==> src/rtl/wdog_pkg.sv <==
package wdog_pkg;

    typedef enum logic [1:0] {
        ST_COUNT = 2'd0,
        ST_PAUSE = 2'd1,
        ST_BITE  = 2'd2
    } wdog_state_e;

    localparam int RESP_BIT = 7;     // control bit choosing the response
    localparam logic ADDR_CTRL = 1'b0;
    localparam logic ADDR_CMD  = 1'b1;

endpackage

==> src/rtl/wdog_regs.sv <==
module wdog_regs
    import wdog_pkg::*;
#(
    parameter int          SEL_W   = 2,
    parameter logic [7:0]  CLR_KEY = 8'h4E
) (
    input  logic             clk,
    input  logic             rst_n,
    input  logic             wr_en,
    input  logic             wr_addr,
    input  logic [7:0]       wr_data,
    output logic [SEL_W-1:0] tap_sel,
    output logic             mode_rst,
    output logic             mode_lock,
    output logic             key_hit
);

    logic ctrl_wr;

    always_comb begin
        ctrl_wr = wr_en && (wr_addr == ADDR_CTRL);
        key_hit = wr_en && (wr_addr == ADDR_CMD) && (wr_data == CLR_KEY);
    end

    // Period select: writable at any time.
    always_ff @(posedge clk or negedge rst_n) begin
        if (!rst_n) begin
            tap_sel <= '0;
        end else if (ctrl_wr) begin
            tap_sel <= wr_data[SEL_W-1:0];
        end
    end

    // Response choice: the first control write after reset fixes it.
    always_ff @(posedge clk or negedge rst_n) begin
        if (!rst_n) begin
            mode_rst  <= 1'b1;
            mode_lock <= 1'b0;
        end else if (ctrl_wr && !mode_lock) begin
            mode_rst  <= wr_data[RESP_BIT];
            mode_lock <= 1'b1;
        end
    end

endmodule

==> src/rtl/wdog_counter.sv <==
module wdog_counter #(
    parameter int TAP_BASE = 15,
    parameter int TAP_STEP = 2,
    parameter int NUM_TAPS = 4,
    parameter int SEL_W    = 2,
    parameter int CNT_W    = 21
) (
    input  logic             clk,
    input  logic             rst_n,
    input  logic             adv,
    input  logic             zero,
    input  logic [SEL_W-1:0] sel,
    output logic [CNT_W-1:0] count,
    output logic             at_top
);

    logic [CNT_W-1:0] tap_mask [NUM_TAPS];
    logic [CNT_W-1:0] cur_mask;

    for (genvar g = 0; g < NUM_TAPS; g++) begin : g_tap
        localparam int TW = TAP_BASE + TAP_STEP * g;
        assign tap_mask[g] = {CNT_W{1'b1}} >> (CNT_W - TW);
    end

    always_comb begin
        cur_mask = tap_mask[sel];
        at_top   = ((count & cur_mask) == cur_mask);
    end

    always_ff @(posedge clk or negedge rst_n) begin
        if (!rst_n) begin
            count <= '0;
        end else if (zero) begin
            count <= '0;
        end else if (adv) begin
            count <= count + CNT_W'(1);
        end
    end

endmodule

==> src/rtl/wdog_fsm.sv <==
module wdog_fsm
    import wdog_pkg::*;
#(
    parameter int BITE_LEN = 16
) (
    input  logic clk,
    input  logic rst_n,
    input  logic tick,
    input  logic low_pwr,
    input  logic key_hit,
    input  logic at_top,
    input  logic mode_rst,
    output logic cnt_adv,
    output logic cnt_zero,
    output logic rst_req_n,
    output logic nmi_pulse
);

    localparam int BW = $clog2(BITE_LEN + 1);

    wdog_state_e   state_q, state_d;
    logic [BW-1:0] bite_q;
    logic          ovf;

    always_comb begin
        cnt_adv  = (state_q != ST_BITE) && !low_pwr && tick && !key_hit;
        ovf      = cnt_adv && at_top;
        cnt_zero = key_hit || ovf || (state_q == ST_BITE);
        state_d  = state_q;
        unique case (state_q)
            ST_COUNT: begin
                if (ovf && mode_rst)  state_d = ST_BITE;
                else if (low_pwr)     state_d = ST_PAUSE;
            end
            ST_PAUSE: begin
                if (ovf && mode_rst)  state_d = ST_BITE;
                else if (!low_pwr)    state_d = ST_COUNT;
            end
            ST_BITE: begin
                if (bite_q == BW'(BITE_LEN - 1)) state_d = ST_COUNT;
            end
            default: state_d = ST_COUNT;
        endcase
    end

    // State register and hold-time counter.
    always_ff @(posedge clk or negedge rst_n) begin
        if (!rst_n) begin
            state_q <= ST_COUNT;
            bite_q  <= '0;
        end else begin
            state_q <= state_d;
            if (state_q == ST_BITE) bite_q <= bite_q + BW'(1);
            else                    bite_q <= '0;
        end
    end

    // Registered outputs.
    always_ff @(posedge clk or negedge rst_n) begin
        if (!rst_n) begin
            rst_req_n <= 1'b1;
            nmi_pulse <= 1'b0;
        end else begin
            rst_req_n <= (state_d != ST_BITE);
            nmi_pulse <= ovf && !mode_rst;
        end
    end

endmodule

==> src/rtl/wdog_guard.sv <==
module wdog_guard #(
    parameter int         TAP_BASE = 15,
    parameter int         TAP_STEP = 2,
    parameter int         NUM_TAPS = 4,
    parameter int         BITE_LEN = 16,
    parameter logic [7:0] CLR_KEY  = 8'h4E
) (
    input  logic       clk,
    input  logic       rst_n,
    input  logic       wr_en,
    input  logic       wr_addr,
    input  logic [7:0] wr_data,
    input  logic       tick_in,
    input  logic       stop_mode,
    input  logic       idle_mode,
    output logic       rst_req_n,
    output logic       nmi_pulse
);

    localparam int SEL_W = $clog2(NUM_TAPS);
    localparam int CNT_W = TAP_BASE + TAP_STEP * (NUM_TAPS - 1);

    logic [SEL_W-1:0] tap_sel;
    logic             mode_rst;
    logic             mode_lock;
    logic             key_hit;
    logic             cnt_adv;
    logic             cnt_zero;
    logic             at_top;
    logic [CNT_W-1:0] cnt_q;
    logic             low_pwr;

    assign low_pwr = stop_mode || idle_mode;

    wdog_regs #(
        .SEL_W   (SEL_W),
        .CLR_KEY (CLR_KEY)
    ) u_regs (
        .clk       (clk),
        .rst_n     (rst_n),
        .wr_en     (wr_en),
        .wr_addr   (wr_addr),
        .wr_data   (wr_data),
        .tap_sel   (tap_sel),
        .mode_rst  (mode_rst),
        .mode_lock (mode_lock),
        .key_hit   (key_hit)
    );

    wdog_counter #(
        .TAP_BASE (TAP_BASE),
        .TAP_STEP (TAP_STEP),
        .NUM_TAPS (NUM_TAPS),
        .SEL_W    (SEL_W),
        .CNT_W    (CNT_W)
    ) u_counter (
        .clk    (clk),
        .rst_n  (rst_n),
        .adv    (cnt_adv),
        .zero   (cnt_zero),
        .sel    (tap_sel),
        .count  (cnt_q),
        .at_top (at_top)
    );

    wdog_fsm #(
        .BITE_LEN (BITE_LEN)
    ) u_fsm (
        .clk       (clk),
        .rst_n     (rst_n),
        .tick      (tick_in),
        .low_pwr   (low_pwr),
        .key_hit   (key_hit),
        .at_top    (at_top),
        .mode_rst  (mode_rst),
        .cnt_adv   (cnt_adv),
        .cnt_zero  (cnt_zero),
        .rst_req_n (rst_req_n),
        .nmi_pulse (nmi_pulse)
    );

endmodule

==> config.mk <==
export PLATFORM = sky130hd
export DESIGN_NAME = wdog_guard
export DESIGN_NICKNAME = d
export VERILOG_FILES = /design/src/rtl/wdog_pkg.sv /design/src/rtl/wdog_regs.sv /design/src/rtl/wdog_counter.sv /design/src/rtl/wdog_fsm.sv /design/src/rtl/wdog_guard.sv
export SDC_FILE = /design/constraint.sdc
export NUM_CORES = 1
export LEC_CHECK = 0
export ABC_AREA = 1
export CORE_UTILIZATION = 35
export CTS_CLUSTER_DIAMETER = 80
export DETAILED_ROUTE_END_ITERATION = 8
export DONT_BUFFER_PORTS = 1
export PLACE_DENSITY = 0.51
export SLEW_MARGIN = 20
export SYNTH_ARGS = -nofsm -noshare
export SYNTH_HDL_FRONTEND = slang
export SYNTH_SLANG_ARGS = --single-unit
==> constraint.sdc <==
create_clock -name clk -period 1.8 [get_ports clk]
set_input_delay 0.09 -clock clk [delete_from_list [all_inputs] [get_ports clk]]
set_output_delay 0.09 -clock clk [all_outputs]
set_load 0.01 [all_outputs]
=== Word level (Yosys, flattened, before mapping) ===
Index checks and enable logic that the tools add are counted.

* Reductions and logical operators: 19
* Equality and inequality tests: 7
* Muxes and demuxes: 12
* Add/subtract/negate cells: 2
* Order comparisons: 1
* Bitwise gates (word level): 3

{| class="wikitable"
|+ Operators with widths
! kind !! count
|-
| 21-bit 2-to-1 mux || 4
|-
| 21-bit binary-select mux with 2-bit select || 1
|-
| 21-bit by 1-bit adder with 21-bit output, second input constant || 1
|-
| 21-bit bitwise AND || 1
|-
| 21-bit equality test || 1
|-
| 1-bit logical AND || 10
|-
| 2-bit 2-to-1 mux || 5
|-
| 8-bit by 7-bit equality test with 1-bit output, second input constant || 1
|-
| 2-bit one-hot mux with 3 select lines || 1
|-
| 5-bit by 1-bit adder with 5-bit output, second input constant || 1
|-
| 5-bit by 4-bit equality test with 1-bit output, second input constant || 1
|-
| 5-bit 2-to-1 mux || 1
|-
| 1-bit logical NOT || 4
|-
| 2-bit != test, second input constant || 2
|-
| 3-bit >= comparator, second input constant || 1
|-
| 1-bit logical OR || 3
|-
| 2-bit inverter with 3-bit output || 1
|-
| 2-bit by 1-bit equality test with 1-bit output, second input constant || 1
|-
| 2-bit equality test, second input constant || 1
|-
| 2-bit logical NOT || 1
|-
| 2-bit nonzero test || 1
|-
| 1-bit inverter || 1
|}

* Output and inout bits: 2
* Flip-flop bits (word level): 34
* Logic and storage cells: 52
* Input port bits: 15

=== Depth between registers and ports, before layout ===
* Depth after elaboration: 11
* Mapped depth: 12

=== Cells and area by module ===
From an unflattened synthesis, not the netlist that was laid out.

* Cell total of the unflattened synthesis: 257
* Area total of the unflattened synthesis: 1970.6 µm²

{| class="wikitable"
|+ By module, submodules not included
! module !! area an instance (µm²) !! times used !! cells each
|-
| wdog_counter || 1332.5 || 1 || 180
|-
| wdog_fsm || 421.7 || 1 || 45
|-
| wdog_regs || 205.2 || 1 || 29
|-
| wdog_guard || 11.3 || 1 || 3
|}

=== Least setup slack after synthesis ===
OpenSTA, ideal clock, no wires.

* Kind: reg-to-reg
* From: reg u_counter.count[0]
* To: reg u_counter.count[10]
* Path buffers: 1
* Cell stages (with the launch flop): 10
* Clock period less this slack: 1.472 ns
* Path slack: 0.328 ns
* Library setup time: 0.126 ns
* Arrival time: 1.346 ns
* Cells stage by stage: dfrtp_1 > ha_1 > nand3_1 > nor2_1 > nand3_2 > nor2_4 > nand2_2 > nand2_2 > buf_6 > nor3_2

* Cells in the longest elaborated chain, start to end: 6
* Elaborated cells between the ends (all ways): 9

{| class="wikitable"
|+ Ends and longest elaborated chain
! item !! line !! text
|-
| start: declaration || wdog_counter.sv:13 || <nowiki>output logic [CNT_W-1:0] count,</nowiki>
|-
| start signal: assignment || wdog_counter.sv:36 || <nowiki>count <= count + CNT_W'(1);</nowiki>
|-
| branches (longest 6 deep; another with 21-bit by 1-bit adder with 21-bit output) || - ||
|}

Several ways; the timed one is not identified. The select of a mux whose other input is x is not followed.
A chain may end at the register's enable or synchronous reset.

=== Worst setup path in the final report ===
* From: reg u_counter.count[1]
* To: reg u_counter.count[2]

The elaborated chain is that of the path after synthesis.

==> results.ini <==
[outcome]
outcome = finished, final reports clean

[layout]
finalNetCount = 314
syn2layout_area_growth_pct = 14.64
final_util_pct = 41.92
final_cells = 369
final_layout_size_suffix_gt1_share_pct = 12.12
diodes = 0
final_area_um2 = 2322

[cts]
worstSkewPairLatency_ns = 0.28
clockBufferDepth = 2
clkTransAtPathRegs_ns = 0.07
cts_made_buffers = 5
htreeDepth = 2
clockRootBuffer = clkbuf_8
cts.sinks = 34
cts_tree = yes
post_cts_buffers = 0

[critical_path]
ff2ff_setup_slack_ns = 0.19
start_kind = flip-flop
critPathCaptureType = flip-flop
cp.arrival_ns = 1.79
crit_path_start = u_counter.count[1]
rr_worst_depth = 9
critPathRequiredTime_ns = 1.97
crit_type = reg2reg
setup.worst_path.end = u_counter.count[2]
critPathMaxFanout = 6
r2r-start = u_counter.count[1]
r2r_end = u_counter.count[2]

[sta]
final.period_utilization_pct = 89.67
period_needed_ns = 1.614
max_freq_ghz = 0.6196
finalHoldViolCount = 0
skew_ns = 0.005873
rsz0062_at_grt = no
tns_ns = 0
worst_pin_slew_ns = 0.4323
relSlewSlack_pct = 70.91
setup_viol = 0
drv_slew = 0

[route]
met1Wirelength_um = 2166
detailroute.via_count = 1754
wl_met2_um = 2009
drc = 0
drt_wl_total_um = 4413
ant_nets = 0
top_layer = met4
post_drt_via_cell_ratio = 4.753
drt_first_iter_violations = 114
met3_length_um = 128
post_drt_wl_per_cell_um = 11.96
drt-pass1-iter-count = 4

[synthesis]
synth_top_cell_by_area = dfrtp_1
syn_inst = 277
synth_fp_nets = 295
ys_seq_area_share_pct = 42.12
avgSynthCellArea_um2 = 7.313
synth.area.top_cells = dfrtp_1 (40%), nand2_1 (13%), nor2_1 (8.5%)
netlist.area_leader.share_pct = 39.53
yosysWarnings = 0
syn_area_um2 = 2026
synth.distinct_cells = 29
ys_ff_latch = 34

[global_routing]
grt_pass1_wl_um = 7948
grt-ovfl-total = 0
grt_usage_pct = 17.02
grt_pass1_vias = 1762
antenna_found_initial = 0
grt_max_degree = 35

[place]
gp_congestion = 0.8465
io_buffers = 0
post_dp_cell_area_um2 = 2148
dp_cells = 354
dp_hpwl_um = 3347

[power_and_ir_drop]
power_uw = 1614
ir_drop_mv = 0.4141
power_density_nw_per_um2 = 694.9
p_leak_uw = 0.001107

[floorplan]
rows = 27
die_w_um = 78.08
top_level_ports = 17
initial_core_util_pct = 36.56
die_y_um = 78.08
floorplan.core_area_um2 = 5540
fp.dieArea_um2 = 6096

[flow_run]
max-cap-violations = 0

[worst_hold_path]
hold_class = in2reg

[Yosys cell counts]
master,count
buf_2,1
xor2_1,7
dfstp_2,2
dfrtp_1,32
a21o_1,1
nand2_1,70
ha_1,3
nand2_4,1
o21ai_0,9
nor4_1,1
nor2_4,2
nand3_1,24
inv_4,1
inv_2,1
and3_1,1
nand3_2,4
a21oi_2,1
nor2_1,46
nand4_1,11
nor2_2,2
nor3_1,4
o31ai_1,1
buf_6,2
a21oi_1,3
nor3b_1,1
nor3_2,3
inv_1,40
xnor2_1,1
nand2_2,2
[power by group]
group | internal [uW] | switching, uW | leakage [uW] | total [uW]
Clock | 309 | 279 | 0.0000482 | 588
Combinational | 73.5 | 111 | 0.000609 | 184
Sequential | 806 | 36.2 | 0.000450 | 842
[state kept, by name, indices dropped and copies added, names as in the netlist]
name,flops
u_counter.count,21
u_fsm.bite_q,5
u_fsm.state_q,2
u_regs.tap_sel,2
u_fsm.nmi_pulse,1
u_fsm.rst_req_n,1
u_regs.mode_lock,1
u_regs.mode_rst,1
[metrics by stage]
stage                     hold WS (ns)  setup slack [ns]
after floorplan                -0.2056            0.3278
after global placement         -0.2040            0.2063
after detailed placement       -0.2040            0.1615
after CTS                      0.04051            0.1414
after global routing           0.05751          0.003433
final                          0.03897            0.1859
[cell type report]
type / count / area (um2)
fillers: 606 / 3218
multi-input cells: 198 / 987.2
flip-flops and latches: 34 / 853.3
inverters: 42 / 160.2
repair buffers: 15 / 140.1
well taps: 72 / 90.09
clock buffers: 7 / 86.33
clock inverters: 1 / 5.005
[worst min path at each step]
stage / from / endpoint / cells past startpoint
after floorplan: rst_n / u_counter.count[0] / 0
after global placement: rst_n / u_counter.count[6] / 0
after detailed placement: rst_n / u_counter.count[6] / 0
after CTS: wr_addr / u_regs.tap_sel[1] / 3
after global routing: wr_addr / u_regs.tap_sel[1] / 3
final: wr_addr / u_regs.tap_sel[1] / 3
[repair_timing]
action,in CTS,in global routing
resized for setup,0,1
hold endpoints to repair,38,0
hold buffers,7,0
endpoints found under the setup margin,0,9
[per-layer routing]
| metal | global-route usage [%] | up-vias |
|---|---|---|
| met5 | 0 | - |
| met4 | 6.667 | 0 |
| met3 | 3.488 | 10 |
| met2 | 27.89 | 38 |
| met1 | 21.96 | 796 |
| li1 | - | 910 |
[worst max-delay path, stage by stage, from the launching register on]
cell	delay, ns
dfrtp_1	0.37
ha_1	0.20
nand3_1	0.12
nor2_2	0.13
nand3_2	0.12
nor2_4	0.14
nand2_2	0.07
nand2_2	0.14
buf_4	0.16
nor3_2	0.04
[cells by family (layout without fill, tap and decap cells)]
family                   Yosys count  count (layout)  synth area share, %
adder cells (fa/ha/maj)            3               3                1.853
AO/OA/AOI/OAI                     15              15                4.138
buffers and inverters             45              65                9.264
XOR/XNOR                           8               8                3.459
AND/OR/NAND/NOR                  172             172                39.16
flip-flops                        34              34                42.12
[cells in the final DEF, fill, tap and decap left out, types with 4 or more instances in the layout]
master,count
buf_4,8
clkbuf_8,6
dfrtp_1,32
dlygate4sd3_1,6
inv_1,40
nand2_1,70
nand3_1,24
nand3_2,4
nand4_1,11
nor2_1,45
nor3_1,4
o21ai_0,9
xor2_1,7
Power figures use the tool's default switching activity.
